<file path="config.mk">
export PLATFORM = sky130hd
export DESIGN_NAME = wdt_twophase
export DESIGN_NICKNAME = d
export VERILOG_FILES = /design/src/rtl/wdt_pkg.sv /design/src/rtl/wdt_tick_gen.sv /design/src/rtl/wdt_phase_fsm.sv /design/src/rtl/wdt_regs.sv /design/src/rtl/wdt_twophase.sv
export SDC_FILE = /design/constraint.sdc
export NUM_CORES = 1
export LEC_CHECK = 0
export BUFFER_PORTS_ARGS = -buffer_cell sky130_fd_sc_hd__buf_2
export CORE_MARGIN = 1.5
export CORE_UTILIZATION = 52
export DETAILED_ROUTE_END_ITERATION = 8
export PLACE_DENSITY = 0.74
export SYNTH_ARGS = -nofsm -noshare
export SYNTH_HDL_FRONTEND = slang
export SYNTH_HIERARCHICAL = 1
export SYNTH_SLANG_ARGS = --single-unit
</file>
<file path="constraint.sdc">
create_clock -name clk -period 8.8 [get_ports clk]
set_input_delay 0.44 -clock clk [delete_from_list [all_inputs] [get_ports clk]]
set_output_delay 0.44 -clock clk [all_outputs]
set_load 0.005 [all_outputs]
</file>
<file path="src/rtl/wdt_pkg.sv">
package wdt_pkg;

    localparam int ADDR_W = 4;
    localparam int DATA_W = 32;
    localparam int PRE_W  = 2;
    localparam int PH_W   = 5;
    localparam int MODE_W = 2;

    localparam logic [ADDR_W-1:0] OFS_KICK = 4'h0;
    localparam logic [ADDR_W-1:0] OFS_STAT = 4'h4;
    localparam logic [ADDR_W-1:0] OFS_CTRL = 4'h8;

    localparam logic [MODE_W-1:0] KIND_CHIP = 2'd0;
    localparam logic [MODE_W-1:0] KIND_CPU  = 2'd1;
    localparam logic [MODE_W-1:0] KIND_SOFT = 2'd2;

    typedef enum logic [1:0] {
        ST_IDLE = 2'd0,
        ST_PH1  = 2'd1,
        ST_PH2  = 2'd2,
        ST_FIRE = 2'd3
    } wdt_state_e;

    typedef struct packed {
        logic              en;
        logic [PRE_W-1:0]  pre;
        logic [PH_W-1:0]   ph1;
        logic [PH_W-1:0]   ph2;
        logic [MODE_W-1:0] mode;
    } wdt_cfg_t;

    localparam wdt_cfg_t CFG_RESET = '{
        en:   1'b0,
        pre:  '0,
        ph1:  '0,
        ph2:  '0,
        mode: KIND_CPU
    };

endpackage

</file>
<file path="src/rtl/wdt_tick_gen.sv">
module wdt_tick_gen #(
    parameter int BASE_EXP = 25,
    parameter int PRE_W    = 2
) (
    input  logic             clk,
    input  logic             rst_n,
    input  logic             run,
    input  logic             clr,
    input  logic [PRE_W-1:0] pre,
    output logic             tick
);
    // widest tick is 2^(BASE_EXP + 2^PRE_W - 1) cycles
    localparam int CNT_W = BASE_EXP + (2 ** PRE_W) - 1;
    localparam logic [CNT_W-1:0] ONE = CNT_W'(1);

    logic [CNT_W-1:0] cnt;
    logic [CNT_W-1:0] lim;

    always_comb begin
        lim = (ONE << (BASE_EXP + int'(pre))) - ONE;
    end

    // >= keeps the period bounded if PRE shrinks mid-count
    assign tick = run && (cnt >= lim);

    always_ff @(posedge clk or negedge rst_n) begin
        if (!rst_n) begin
            cnt <= '0;
        end else if (clr || !run || tick) begin
            cnt <= '0;
        end else begin
            cnt <= cnt + ONE;
        end
    end

endmodule

</file>
<file path="src/rtl/wdt_phase_fsm.sv">
module wdt_phase_fsm
    import wdt_pkg::*;
(
    input  logic            clk,
    input  logic            rst_n,
    input  logic            en,
    input  logic            kick,
    input  logic            tick,
    input  logic [PH_W-1:0] ph1,
    input  logic [PH_W-1:0] ph2,
    output wdt_state_e      state,
    output logic [PH_W-1:0] tcnt,
    output logic            hit1,
    output logic            hit2,
    output logic            run,
    output logic            clr_tick,
    output logic            fire
);
    wdt_state_e      state_nxt;
    logic [PH_W-1:0] tcnt_nxt;

    // next-state and event logic
    always_comb begin
        state_nxt = state;
        tcnt_nxt  = tcnt;
        hit1      = 1'b0;
        hit2      = 1'b0;
        unique case (state)
            ST_IDLE: begin
                tcnt_nxt = '0;
                if (en) begin
                    state_nxt = ST_PH1;
                end
            end
            ST_PH1: begin
                if (!en) begin
                    state_nxt = ST_IDLE;
                    tcnt_nxt  = '0;
                end else if (kick) begin
                    tcnt_nxt = '0;
                end else if (tick) begin
                    if (tcnt >= ph1) begin
                        state_nxt = ST_PH2;
                        tcnt_nxt  = '0;
                        hit1      = 1'b1;
                    end else begin
                        tcnt_nxt = tcnt + 1'b1;
                    end
                end
            end
            ST_PH2: begin
                if (kick) begin
                    state_nxt = ST_PH1;
                    tcnt_nxt  = '0;
                end else if (tick) begin
                    if (tcnt >= ph2) begin
                        state_nxt = ST_FIRE;
                        tcnt_nxt  = '0;
                        hit2      = 1'b1;
                    end else begin
                        tcnt_nxt = tcnt + 1'b1;
                    end
                end
            end
            ST_FIRE: begin
                state_nxt = ST_IDLE;
                tcnt_nxt  = '0;
            end
            default: begin
                state_nxt = ST_IDLE;
                tcnt_nxt  = '0;
            end
        endcase
    end

    // state register
    always_ff @(posedge clk or negedge rst_n) begin
        if (!rst_n) begin
            state <= ST_IDLE;
            tcnt  <= '0;
        end else begin
            state <= state_nxt;
            tcnt  <= tcnt_nxt;
        end
    end

    // outputs decoded from the registered state
    always_comb begin
        run      = (state == ST_PH1) || (state == ST_PH2);
        clr_tick = kick || ((state == ST_PH1) && !en);
        fire     = (state == ST_FIRE);
    end

endmodule

</file>
<file path="src/rtl/wdt_regs.sv">
module wdt_regs
    import wdt_pkg::*;
(
    input  logic              clk,
    input  logic              rst_n,
    input  logic              bus_sel,
    input  logic              bus_wr,
    input  logic [ADDR_W-1:0] bus_addr,
    input  logic [DATA_W-1:0] bus_wdata,
    input  logic              hit1,
    input  logic              hit2,
    output wdt_cfg_t          cfg,
    output logic              kick,
    output logic              flag1,
    output logic              flag2,
    output logic [DATA_W-1:0] bus_rdata
);
    logic we_kick, we_stat, we_ctrl;
    logic unused_wdata;

    assign we_kick = bus_sel && bus_wr && (bus_addr == OFS_KICK);
    assign we_stat = bus_sel && bus_wr && (bus_addr == OFS_STAT);
    assign we_ctrl = bus_sel && bus_wr && (bus_addr == OFS_CTRL);
    assign kick    = we_kick && bus_wdata[31];

    assign unused_wdata = ^{bus_wdata[28:27], bus_wdata[21:20], bus_wdata[14:2]};

    always_ff @(posedge clk or negedge rst_n) begin
        if (!rst_n) begin
            cfg <= CFG_RESET;
        end else if (we_ctrl) begin
            cfg.en   <= bus_wdata[31];
            cfg.pre  <= bus_wdata[30:29];
            cfg.ph1  <= bus_wdata[26:22];
            cfg.ph2  <= bus_wdata[19:15];
            cfg.mode <= bus_wdata[1:0];
        end
    end

    // a new expiry wins over a clear in the same cycle
    always_ff @(posedge clk or negedge rst_n) begin
        if (!rst_n) begin
            flag1 <= 1'b0;
            flag2 <= 1'b0;
        end else begin
            flag1 <= hit1 || (flag1 && !(we_stat && bus_wdata[31]));
            flag2 <= hit2 || (flag2 && !(we_stat && bus_wdata[30]));
        end
    end

    always_comb begin
        unique case (bus_addr)
            OFS_STAT: bus_rdata = {flag1, flag2, 30'd0};
            OFS_CTRL: bus_rdata = {cfg.en, cfg.pre, 2'b00, cfg.ph1, 2'b00,
                                   cfg.ph2, 13'd0, cfg.mode};
            default:  bus_rdata = '0;
        endcase
    end

endmodule

</file>
<file path="src/rtl/wdt_twophase.sv">
module wdt_twophase
    import wdt_pkg::*;
#(
    parameter int BASE_EXP = 25
) (
    input  logic              clk,
    input  logic              rst_n,
    input  logic              bus_sel,
    input  logic              bus_wr,
    input  logic [ADDR_W-1:0] bus_addr,
    input  logic [DATA_W-1:0] bus_wdata,
    output logic [DATA_W-1:0] bus_rdata,
    output logic              irq_pre,
    output logic              rst_req,
    output logic [MODE_W-1:0] rst_kind
);
    wdt_cfg_t        cfg;
    logic            cfg_en;
    logic            kick;
    logic            tick;
    logic            run;
    logic            clr_tick;
    logic            hit1, hit2;
    logic            flag1, flag2;
    logic            fire;
    wdt_state_e      fsm_state;
    logic [PH_W-1:0] phase_cnt;

    assign cfg_en = cfg.en;

    wdt_regs u_regs (
        .clk       (clk),
        .rst_n     (rst_n),
        .bus_sel   (bus_sel),
        .bus_wr    (bus_wr),
        .bus_addr  (bus_addr),
        .bus_wdata (bus_wdata),
        .hit1      (hit1),
        .hit2      (hit2),
        .cfg       (cfg),
        .kick      (kick),
        .flag1     (flag1),
        .flag2     (flag2),
        .bus_rdata (bus_rdata)
    );

    wdt_tick_gen #(
        .BASE_EXP (BASE_EXP),
        .PRE_W    (PRE_W)
    ) u_tick (
        .clk   (clk),
        .rst_n (rst_n),
        .run   (run),
        .clr   (clr_tick),
        .pre   (cfg.pre),
        .tick  (tick)
    );

    wdt_phase_fsm u_fsm (
        .clk      (clk),
        .rst_n    (rst_n),
        .en       (cfg_en),
        .kick     (kick),
        .tick     (tick),
        .ph1      (cfg.ph1),
        .ph2      (cfg.ph2),
        .state    (fsm_state),
        .tcnt     (phase_cnt),
        .hit1     (hit1),
        .hit2     (hit2),
        .run      (run),
        .clr_tick (clr_tick),
        .fire     (fire)
    );

    assign irq_pre  = flag1;
    assign rst_req  = fire;
    assign rst_kind = fire ? cfg.mode : '0;

    logic unused_flag2;
    assign unused_flag2 = flag2;

endmodule

</file>
==> results.txt, run 1 <==
* Initial DRC Count: 106
* Static Leak: 1.76 nW
- Ys flop type: sky130_fd_sc_hd__dfrtp_1
* # diodes: 0
* Leading cell types by count after synthesis: sky130_fd_sc_hd__dfrtp_1, sky130_fd_sc_hd__nand2_1, sky130_fd_sc_hd__ha_1, sky130_fd_sc_hd__nor2_1
- Total detailed-routing wirelength: 6460 µm
- Via count normalized by instance count: between 5 and 6
- The core region is approximately 6300 µm².
- CTS saw 52 sinks.
* Fin crit period: between 3 and 4 ns
* Remaining Overflow, GRT: 0
- Most used standard cell by instance count after synthesis: sky130_fd_sc_hd__dfrtp_1
* Number of antenna violations at the first check in global routing: 0
- Delay of the slowest cell on the worst path: 0.60 ns
- Outcome: complete, no violations
* Quantity of I/O buffers inserted on ports: 41
* Number of buffers created by CTS: 5
* Wire length of the first global-routing pass: 11,300 µm
- Dpl ws: between 5 and 6 ns
* Total Neg Setup Slack: 0 ns
- Share of synthesized registers carrying an async set or reset: 100%
* Multiplexer area fraction after synthesis: under 10%
* Layout Nets: 450
- Fill cells in the final layout number between 500 and 600.
- Tightest Pin Transition: between 1 and 1.5 ns
- The number of different library cells used by synthesis comes to slightly below 60.
- On the final layout, the worst clock skew is 0.00789 ns.
- Average cell area after synthesis: 9.75 µm²
- Total half-perimeter wirelength after legalization and detailed placement: 4710 µm
* Mapped Cells: 348
* Largest family of logic cells by synthesized area: simple AND/OR/NAND/NOR gates
- Buf/Inv on CP: 0
- Sequential cell area fraction in the yosys report: about two fifths
- Pin count of the biggest net entering global routing: 53
* Clock Path Buffers: 2
- Setup slack on the critical path of the routed design comes to 5.74 ns.
- Die extent in y: 83.8 µm
- The tool flagged a number of max-cap violations equal to 0.
- Setup violations remaining at the end of the flow were counted as 0.
- Hold timing on the final database bottoms out at a slack of 0.226 ns.
* Post-synth top area cell: sky130_fd_sc_hd__dfrtp_1
* Final Wtd Congestion: 0.807
- P_sw: 0.000234 W
- Of the total power, combinational logic draws between 30% and 40%.
* Count of cells along the worst register-to-register path: 10
* Resized Gates After CTS: 0
* Xor-xnor portion of the synthesized cell area: 3.36%
- Final standard cell utilization of the core: around 58%
- Relative to the synthesized area, the layout overhead comes to 8.55%.
- STA classifies the critical path endpoint as a register.
- Traced cell by cell, the critical path runs through ha_1, nand4_1, or4_4, nor3_1, o21a_1, nor2b_1, a21oi_2, a211o_1, a221oi_2, mux2_1.
- The Yosys step of the flow raised 6 warnings.
- Number of global-route vias before repair: 2,527
- Switching share of power: 34.7%
* Initial cell density of the core: 53.7%
- Static timing analysis puts the maximum clock frequency at 326 MHz.
- Top area cells in the synthesized netlist: sky130_fd_sc_hd__dfrtp_1, sky130_fd_sc_hd__ha_1, sky130_fd_sc_hd__mux2_4
- In this run the horizontal extent of the chip is ~84 µm.
- TritonCTS built the clock tree.
* Worst hold-check path type: input pin to asynchronous set/reset pin
- Power Density: 183 nW/µm²
* Simple logic cell fraction of the synthesized area: 24.0%
* Post-CTS Setup Repair Bufs: 0
- Summing the areas of all fa, ha and maj instances in the mapped netlist gives between 7 and 8% of the synthesized area.
* Crit Path Category: register to register
* First drt pass iteration count: 4
- Detail-routed net length per standard cell: roughly 14 µm
* Total I/O pin count: 76
- Die Outline Area: 7020 µm²
- Area of the multi-input gates: 1900 µm²
- Complex-gate fraction of the synthesized area: 12.4%
* Max stage delay cell, worst path: sky130_fd_sc_hd__or4_4
* Number of synthesized flops with an enable pin: 0
- The detailed router placed 2,570 vias in this run.
* Portion of total power attributed to the clock network: about a quarter
- DRC viols: 0
- Part of the power in registers: 42.9%
- H-tree depth: 2
- Post-DP Area: 3580 µm²
* Total track usage: approximately a fifth
- Worst IR drop on VDD: 0.0856 mV
- RSZ-0062 raised after global routing: false
- Internal power comes to 0.000442 W.
- For the worst-skew pair, the clock arrives at the later sink with an insertion delay of 0.30 ns.
- The number of failing hold endpoints at the final stage is 0.
- In this run the core area contains 29 standard-cell rows.
* Final antenna-violating net count: 0
- The final count of pins violating max slew is 0.
- Crit path required time: approximately 9 ns
- Once layout is done, the placed cells without fillers occupy roughly 3700 µm².
* Sequential cell area: 1300 µm²
- Area share of the largest cell type after synthesis: 37.6%
* Cell family contributing the most delay on the critical path: simple AND/OR/NAND/NOR gates
* Final clock period utilization by the worst path: between 30% and 40%
* Remaining max-slew budget at the tightest pin: 17.2%
* Number of synthesized register bits: 52
- In this run the cell area of the synthesized design comes to 3390 µm².
* Hold-fix buffer count after cts: 0
- Fraction of final layout cells with drive strength greater than 1: roughly 22%
- Counting buffers and inverters, the worst setup path is 10 cells deep.
- At the worst endpoint, the arrival time is 3.26 ns.
* Largest fanout on the critical path: 11
- After clock tree synthesis, the clock-pin slew on the worst setup and hold paths is 0.10 ns.
* Root Buffer: sky130_fd_sc_hd__clkbuf_8
- Sort of element at the start of the critical path: register
## layout by cell type (no fill, tap or decap), drive strengths merged, types with 3 or more instances in the layout
cell,n
nand2,28
inv,18
clkbuf,6
or4,8
and4,3
o211ai,3
o21ai,17
dfrtp,51
nand4,7
xor2,3
nor3,13
buf,42
o31ai,6
conb,18
xnor2,10
a21oi,21
a21o,5
nor2b,7
or3,9
nor3b,3
nand3,13
and2,16
nor2,21
ha,21
a22oi,3
mux2,16
## state kept, by name, summed over array words and instances (netlist names)
signal	count
u_tick/cnt	28
u_regs/cfg	15
u_fsm/tcnt	5
u_fsm/state	2
u_regs/flag1	1
u_regs/flag2	1
## path summary, 6_finish.rpt
kind	start	endpoint	slack, ns
worst max-delay path	u_tick/cnt[0]$_DFF_PN0_	u_fsm/state[1]$_DFFE_PN0P_	5.74
worst min-delay path	rst_n	u_regs/cfg[2]$_DFFE_PN0P_	0.23
worst max register to register	u_tick/cnt[0]$_DFF_PN0_	u_fsm/state[1]$_DFFE_PN0P_	5.74
worst min register to register	u_tick/cnt[0]$_DFF_PN0_	u_tick/cnt[0]$_DFF_PN0_	0.48
max in group asynchronous	rst_n	u_tick/cnt[8]$_DFF_PN0_	8.11
min in group clk	bus_wdata[22]	u_regs/cfg[7]$_DFFE_PN0P_	0.36
## per-stage QoR
step | power [W] | cells
global route | 0.000729 | 467
CTS | 0.000688 | 467
global placement | 0.000511 | 459
detailed placement | 0.000519 | 459
floorplan | 0.000475 | 364
finish | 0.000676 | 467
## layer usage
metal,global-route usage (%),up-vias,share of wire [%]
met3,3.56,11,3.4
met1,24.7,1243,46
li1,-,1273,-
met4,6.11,0,2.0
met2,33.9,43,49
met5,0,-,0
## kinds of logic after synthesis
group                    Yosys count
AO/OA/AOI/OAI                     63
XOR/XNOR                          13
adder cells (fa/ha/maj)           21
buffers and inverters             42
flip-flops                        52
multiplexers                      16
other                              2
AND/OR/NAND/NOR                  139
## power groups by stage
stage	clock (W)	combinational, W	sequential [W]
2_1_floorplan	0	0.000188	0.000287
3_3_place_gp	0	0.000219	0.000293
3_5_place_dp	0	0.000225	0.000295
4_1_cts	0.000171	0.000227	0.000290
5_1_grt	0.000179	0.000254	0.000295
6_report	0.000164	0.000223	0.000290
## cell type report
| type | instances | share of cell area [%] |
|---|---|---|
| inverters | 18 | 1.83 |
| repair buffers | 42 | 5.77 |
| clock inverters | 2 | 0.951 |
| flip-flops and latches | 52 | 35.4 |
| multi-input cells | 270 | 51.5 |
| clock buffers | 6 | 1.97 |
| well taps | 77 | 2.62 |
Note: power is estimated with default switching activity, not from simulation.
==> run 2, diff against run 1 <==
- clock period: 8.8 -> 3.2 ns (I/O delays scaled with it)
==> run 2 against run 1 <==
  * Clock power increased to 2.5 times the previous value
  * Non-clock buffer count increased by 5
  * Register-to-register slack got worse by 5.5 ns
  * Routed wire length increased by 2.4%
  * Fmax increased by 5.1%
  * Clock skew increased by 0.0025 ns
  * Sequential power increased to 2.7 times the previous value
  * Clock-buffer cell count increased by 2
  * Combinational power increased to 2.9 times the previous value
  * Critical endpoint unchanged
  * Highest routed layer unchanged
==> results.txt, run 2 (synthesis results as in run 1) <==
* Outcome: complete, no violations
* Power Density: 497 nW/µm²
- CTS tree: done
* Final setup margin: 0.284 ns
- Number of antenna violations at the first check in global routing: 0
* Remaining max-slew budget at the tightest pin: 42.5%
- Clock Path Buffers: 2
* M3 GR Usage: about 2.7%
- Overall Power: around 0.0018 W
- Via total after detailed routing: 2,594
- Type of element capturing the critical path: register
* Cell family contributing the most delay on the critical path: simple AND/OR/NAND/NOR gates
- Wire length of the first global-routing pass: between 10,000 and 15,000 µm
- Relative to the synthesized area, the layout overhead comes to 9.51%.
- Entering global routing, the biggest net connects 39 pins.
- Buffers inserted during clock tree synthesis total 5.
- The first routing iteration left 126 violations.
* Achievable clock frequency: 343 MHz
- Worst skew pair latency: 0.31 ns
- IR analysis of the VDD net gives a maximum drop of around 0.23 mV.
- Final setup violation count: 0
- Met1 global-route usage: 26.9%
- Width of the die: ~84 µm
- Total half-perimeter wirelength after legalization and detailed placement: 4890 µm
* Total I/O pin count: 76
* Die extent in y: 83.8 µm
* Pins Over Slew Limit: 0
- The initialized floorplan defines 29 standard-cell rows.
* Most frequent standard cell in the layout excluding fill and tap cells: sky130_fd_sc_hd__dfrtp_1
- Clock Sinks: 52
- The worst register-to-register path has a setup slack of 0.28 ns.
- STA classifies the critical path startpoint as a register.
* Buf/Inv on CP: 0
* Clk pin slew, worst setup/hold paths: 0.09 ns
- Dividing the detail-routed wire length by the instance count gives 14.0 µm.
- Along the worst path, the maximum fanout reaches 4.
* Total Neg Setup Slack: 0 ns
- Worst-case clock skew: between 0.01 and 0.015 ns
* Cell-by-cell trace of the critical path: ha_1, nand4_1, or4_4, nor3_1, o21a_1, nor2b_1, a21oi_2, a211o_1, a221oi_2, mux2_1
* Tightest Pin Transition: 0.862 ns
* Worst hold-check path type: input pin to register
- Fin crit period: slightly below 3 ns
- Register with the highest flop count: u_tick/cnt
- Final standard cell utilization of the core: 58.9%
* DRC viols: 0
* Fraction of final layout cells with drive strength greater than 1: a little under a quarter
- For the worst setup path, the data arrival time is 3.11 ns.
- The clock tree synthesis step divided the H-tree into 2 levels.
- The number of antenna diodes in the final layout is 0.
* RSZ-0062 raised after global routing: false
- Remaining Overflow, GRT: 0
* Area of the core: 6310 µm²
- Total detailed-routing wirelength: 6620 µm
- The analysis attributes to cell leakage a power of 1.78 nW.
* First drt pass iteration count: 4
* Commonest non-fill, non-tap cells in the layout: sky130_fd_sc_hd__dfrtp_1, sky130_fd_sc_hd__buf_2, sky130_fd_sc_hd__nand2_1, sky130_fd_sc_hd__nor2_1, sky130_fd_sc_hd__ha_1
- Quantity of I/O buffers inserted on ports: between 40 and 50
* Final std cell area, no fill: 3720 µm²
- Final Wtd Congestion: about 0.82
* Final antenna-violating net count: 0
- Max stage delay cell, worst path: sky130_fd_sc_hd__or4_4
- After detailed routing, the number of vias per cell comes to 5.50.
* Global routing's busiest layer: met2
- The tool flagged a number of max-cap violations equal to 0.
* Crit path required time: 3.40 ns
- Total count of hold-check failures in the final report: 0
* Dpl ws: between 0.3 and 0.4 ns
* Crit Path Category: register to register
* Die Outline Area: 7020 µm²
- Global routing used approximately a fifth of the available tracks.
- The via count of the first global-routing pass was 2,483.
- Registers with the most flip-flops: u_tick/cnt x28, u_regs/cfg x15, u_fsm/tcnt x5
- Of the available clock period, the critical path in the final layout requires 91.1%.
- The register with the most flip-flops in the layout has 28 of them.
* Delay of the slowest cell on the worst path: ~0.52 ns
- Root Buffer: sky130_fd_sc_hd__clkbuf_8
* Post-DP Area: 3610 µm²
- In the global route stage, met2 resource usage came out at roughly a third.
- Layout Nets: between 400 and 500
- The initial utilization of the core area, before any placement, comes to a little over half.
[run 2: cell count changes in the layout (fill, tap and decap cells not counted), sizes merged]
| cell | previous run | this run |
|---|---|---|
| dlygate4sd3 | 0 | 1 |
| clkinv | 1 | 0 |
| buf | 42 | 46 |
| clkbuf | 6 | 8 |
| bufinv | 1 | 0 |
[run 2: path summary, 6_finish.rpt]
path / startpoint / to / cells past startpoint
max: u_tick/cnt[0]$_DFF_PN0_ / u_fsm/state[1]$_DFFE_PN0P_ / 10
min: bus_wdata[15] / u_regs/cfg[2]$_DFFE_PN0P_ / 2
max reg2reg: u_tick/cnt[0]$_DFF_PN0_ / u_fsm/state[1]$_DFFE_PN0P_ / 10
min reg2reg: u_tick/cnt[0]$_DFF_PN0_ / u_tick/cnt[0]$_DFF_PN0_ / 1
max in group asynchronous: rst_n / u_tick/cnt[20]$_DFF_PN0_ / 3
min in group asynchronous: rst_n / u_regs/cfg[9]$_DFFE_PN0P_ / 2
[run 2: through the flow]
stage               hold slack [ns]  cells
floorplan                    -0.136    364
CTS                          0.0650    472
detailed placement            0.313    463
global route                 0.0668    472
finish                       0.0739    472
global placement              0.307    463
[run 2: repair_timing]
item / 4_1_cts / 5_1_grt
gates resized for setup: 0 / 0
setup buffers: 0 / 0
hold buffers: 1 / 0
hold endpoints to repair: 36 / 0
[run 2: layer usage]
metal	wire length [µm]	vias to the layer above
met4	49	0
met2	3160	46
met3	226	4
li1	-	1295
met1	3180	1249
met5	0	-
[run 2: cell type report]
cell class                      count  area (µm²)
Multi-Input combinational cell    270        1900
Clock buffer                        8         100
Fill cell                         583        2600
Timing Repair Buffer               47         253
Tap cell                           77        96.3
Inverter                           18        67.6
Sequential cell                    52        1300
[run 2: power breakdown]
part / switching, W / internal [W] / total, W
Sequential: 0.0000667 / 0.000729 / 0.000795
Combinational: 0.000373 / 0.000267 / 0.000639
Clock: 0.000214 / 0.000198 / 0.000412
==> run 3, diff against run 2 <==
- CAP_MARGIN: not set -> 20
- CORE_MARGIN: 1.5 -> not set
==> run 3 against run 2 <==
  * Flip-flop and latch count unchanged
  * Clock power decreased by 6.1%
  * Cell area decreased by 0.27%
  * Fmax decreased by 1.3%
  * Critical path type unchanged
  * Die area decreased by 2.4%
  * Core utilization decreased by 0.16 points
  * Sequential share of layout area increased by 0.095 points
  * Clock-buffer cell count decreased by 3
  * Via count decreased by 1.3%
  * Critical path depth unchanged
  * Total power decreased by 2.0%
==> results.txt, run 3 (synthesis results as in run 1) <==
* Rows: 29
- Data arrival time of the critical path: about 3.2 ns
- The tree is rooted in a sky130_fd_sc_hd__clkbuf_8.
- Cell-by-cell trace of the critical path: ha_1, nand4_1, or4_4, nor3_1, o21a_1, nor2b_1, a21oi_2, a211o_1, a221oi_2, mux2_1
* Area growth, synth to finish: 9.22%
* Internal power consumption: 0.00115 W
* Count of cells along the worst register-to-register path: 10
* Via count normalized by instance count: 5.42
- Ranked by flip-flop count, first place goes to u_tick/cnt.
- Wire length of the first global-routing pass: 10,500 µm
- In the global route stage, overall resource usage came out at 20.1%.
* Post-CTS Setup Repair Bufs: 0
* Worst IR drop on VDD: 0.258 mV
- The first TritonRoute pass finished after 4 iterations.
- Setup repair after global routing left no endpoint under its margin.
- Total half-perimeter wirelength after legalization and detailed placement: 4710 µm
* DRC viols: 0
- With fillers left out, the area of the finished cells amounts to 3710 µm².
- 0 antenna diodes ended up in the layout.
- For this block, the initial DRC count from the detailed router was 94.
- Count of non-filler cells in the finished layout: 472
- At the pin with the least slew margin, the transition time is 0.784 ns.
- Cells fill 58.7% of the core in the end.
* Delay of the slowest cell on the worst path: 0.52 ns
- Static Leak: 1.78 nW
* Achievable clock frequency: between 300 and 400 MHz
- Registers with the most flip-flops: u_tick/cnt x28, u_regs/cfg x15, u_fsm/tcnt x5
* Final setup violation count: 0
- The share of total power dissipated in the clock network is 21.4%.
* Relative contribution of combinational cells to total power: a little over a third
- For the worst setup path, the data required time is 3.40 ns.
* Number of antenna violations at the first check in global routing: 0
* Clock Sinks: 52
- From left edge to right edge, the die measures 82.8 µm.
- Number of global-route vias before repair: between 2,000 and 2,500
- Worst hold-check path type: input pin to register
* Die extent in y: 82.8 µm
* Worst hold slack: 0.0744 ns
- Clock-pin slew was measured on the worst setup and hold paths at 0.10 ns.
* Total detailed-routing wirelength: 6390 µm
- The startpoint identified for the worst register-to-register timing path is u_tick/cnt[0]$_DFF_PN0_.
- By startpoint and endpoint, the worst setup path is classified as register to register.
- Fraction of final layout cells with drive strength greater than 1: 22.8%
- Final clock period utilization by the worst path: around 92%
- In this run the remaining antenna-violating nets after routing total 0.
- Total count of hold-check failures in the final report: 0
- Worst-case clock skew: 0.00651 ns
- Entering global routing, the biggest net connects 35 pins.
- Area of the core: 6310 µm²
- For the finished layout, the period the worst path requires is 2.96 ns.
* Cell family contributing the most delay on the critical path: simple AND/OR/NAND/NOR gates
- The worst hold path passes through 2 cells.
* Post-DP Area: 3610 µm²
* P_sw: 0.000660 W
- Part of the power in registers: 43.8%
- The clock reaches the later pin of the worst-skew pair after between 0.3 and 0.4 ns.
* Placed Instances: 463
- Commonest non-fill, non-tap cells in the layout: sky130_fd_sc_hd__dfrtp_1, sky130_fd_sc_hd__buf_2, sky130_fd_sc_hd__nand2_1, sky130_fd_sc_hd__nor2_1, sky130_fd_sc_hd__ha_1
- Terminus of the critical flop-to-flop path: u_fsm/state[1]$_DFFE_PN0P_
- Total of max-cap violations: 0
- Power Density: 488 nW/µm²
- STA classifies the critical path startpoint as a register.
- Switching share of power: about 36%
* Number of buffers created by CTS: 5
- The critical path contains buffers and inverters numbering 0 combined.
* Outcome: complete, no violations
- The number of gates resized after CTS was 0.
- Hold-fix buffer count after cts: 1
- Layout Nets: ~460
- Total Neg Setup Slack: 0 ns
- Final Wtd Congestion: 0.849
- H-tree depth: 2
- Pin placement for this block handled 76 I/O pins.
- Worst Hold End: u_regs/cfg[2]$_DFFE_PN0P_
* Worst path depth: 10
- In this run the register-to-register setup slack is around 0.24 ns.
- Flip-flop count of the largest register after layout: 28
- The die covers 6850 µm².
- The library cell used most frequently in the layout, excluding fill and tap cells, is sky130_fd_sc_hd__dfrtp_1.
* CTS tree: done
- Clock Path Buffers: 2
- Max stage delay cell, worst path: sky130_fd_sc_hd__or4_4
* Remaining Overflow, GRT: 0
* Largest fanout on the critical path: 4
- Input and output buffers added on the ports amount to ~40.
* Via total after detailed routing: around 2,600
- Type of element capturing the critical path: register
* Origin of the worst min-delay path: bus_wdata[15]
* Detail-routed net length per standard cell: ~14 µm
* Pins Over Slew Limit: 0
- For this configuration, the core starts out at a cell density of between 50% and 60%.
* Remaining max-slew budget at the tightest pin: 47.8%
run 3: worst max path at each step:
stage                                  from                    endpoint  slack, ns
floorplan           u_tick/cnt[0]$_DFF_PN0_  u_fsm/state[1]$_DFFE_PN0P_       0.36
global placement    u_tick/cnt[0]$_DFF_PN0_  u_fsm/state[1]$_DFFE_PN0P_       0.31
detailed placement  u_tick/cnt[0]$_DFF_PN0_  u_fsm/state[1]$_DFFE_PN0P_       0.32
CTS                 u_tick/cnt[0]$_DFF_PN0_  u_fsm/state[1]$_DFFE_PN0P_       0.24
global route        u_tick/cnt[0]$_DFF_PN0_  u_fsm/state[1]$_DFFE_PN0P_       0.07
finish              u_tick/cnt[0]$_DFF_PN0_  u_fsm/state[1]$_DFFE_PN0P_       0.24
run 3: power groups by stage:
stage               registers, W  clock network (W)  logic [W]
floorplan               0.000788                  0   0.000517
detailed placement      0.000809                  0   0.000632
CTS                     0.000796           0.000401   0.000635
global placement        0.000803                  0   0.000617
global route            0.000812           0.000421   0.000712
finish                  0.000793           0.000387   0.000629
run 3: per-layer routing:
| layer | track usage [%] | wire [µm] |
|---|---|---|
| met4 | 6.21 | 74 |
| met1 | 25.2 | 2940 |
| met5 | 0 | 0 |
| met2 | 35.5 | 3130 |
| met3 | 3.06 | 245 |
run 3: cell type report:
class | instances | area, µm²
well taps | 77 | 96.3
flip-flops and latches | 52 | 1300
inverters | 18 | 67.6
fillers | 588 | 2610
clock buffers | 5 | 68.8
multi-input cells | 270 | 1900
clock inverters | 3 | 21.3
repair buffers | 47 | 253
run 3: worst reg2reg max path: stages, from the launching register on:
cell	delay [ns]
sky130_fd_sc_hd__dfrtp_1	0.39
sky130_fd_sc_hd__ha_1	0.25
sky130_fd_sc_hd__nand4_1	0.18
sky130_fd_sc_hd__or4_4	0.52
sky130_fd_sc_hd__nor3_1	0.19
sky130_fd_sc_hd__o21a_1	0.22
sky130_fd_sc_hd__nor2b_1	0.20
sky130_fd_sc_hd__a21oi_2	0.05
sky130_fd_sc_hd__a211o_1	0.29
sky130_fd_sc_hd__a221oi_2	0.22
sky130_fd_sc_hd__mux2_1	0.35
run 3: metrics by stage:
step,power [W],setup WS (ns)
final,0.00181,0.245
after detailed placement,0.00144,0.319
after global routing,0.00195,0.0686
after global placement,0.00142,0.311
after floorplan,0.00130,0.361
after CTS,0.00183,0.244
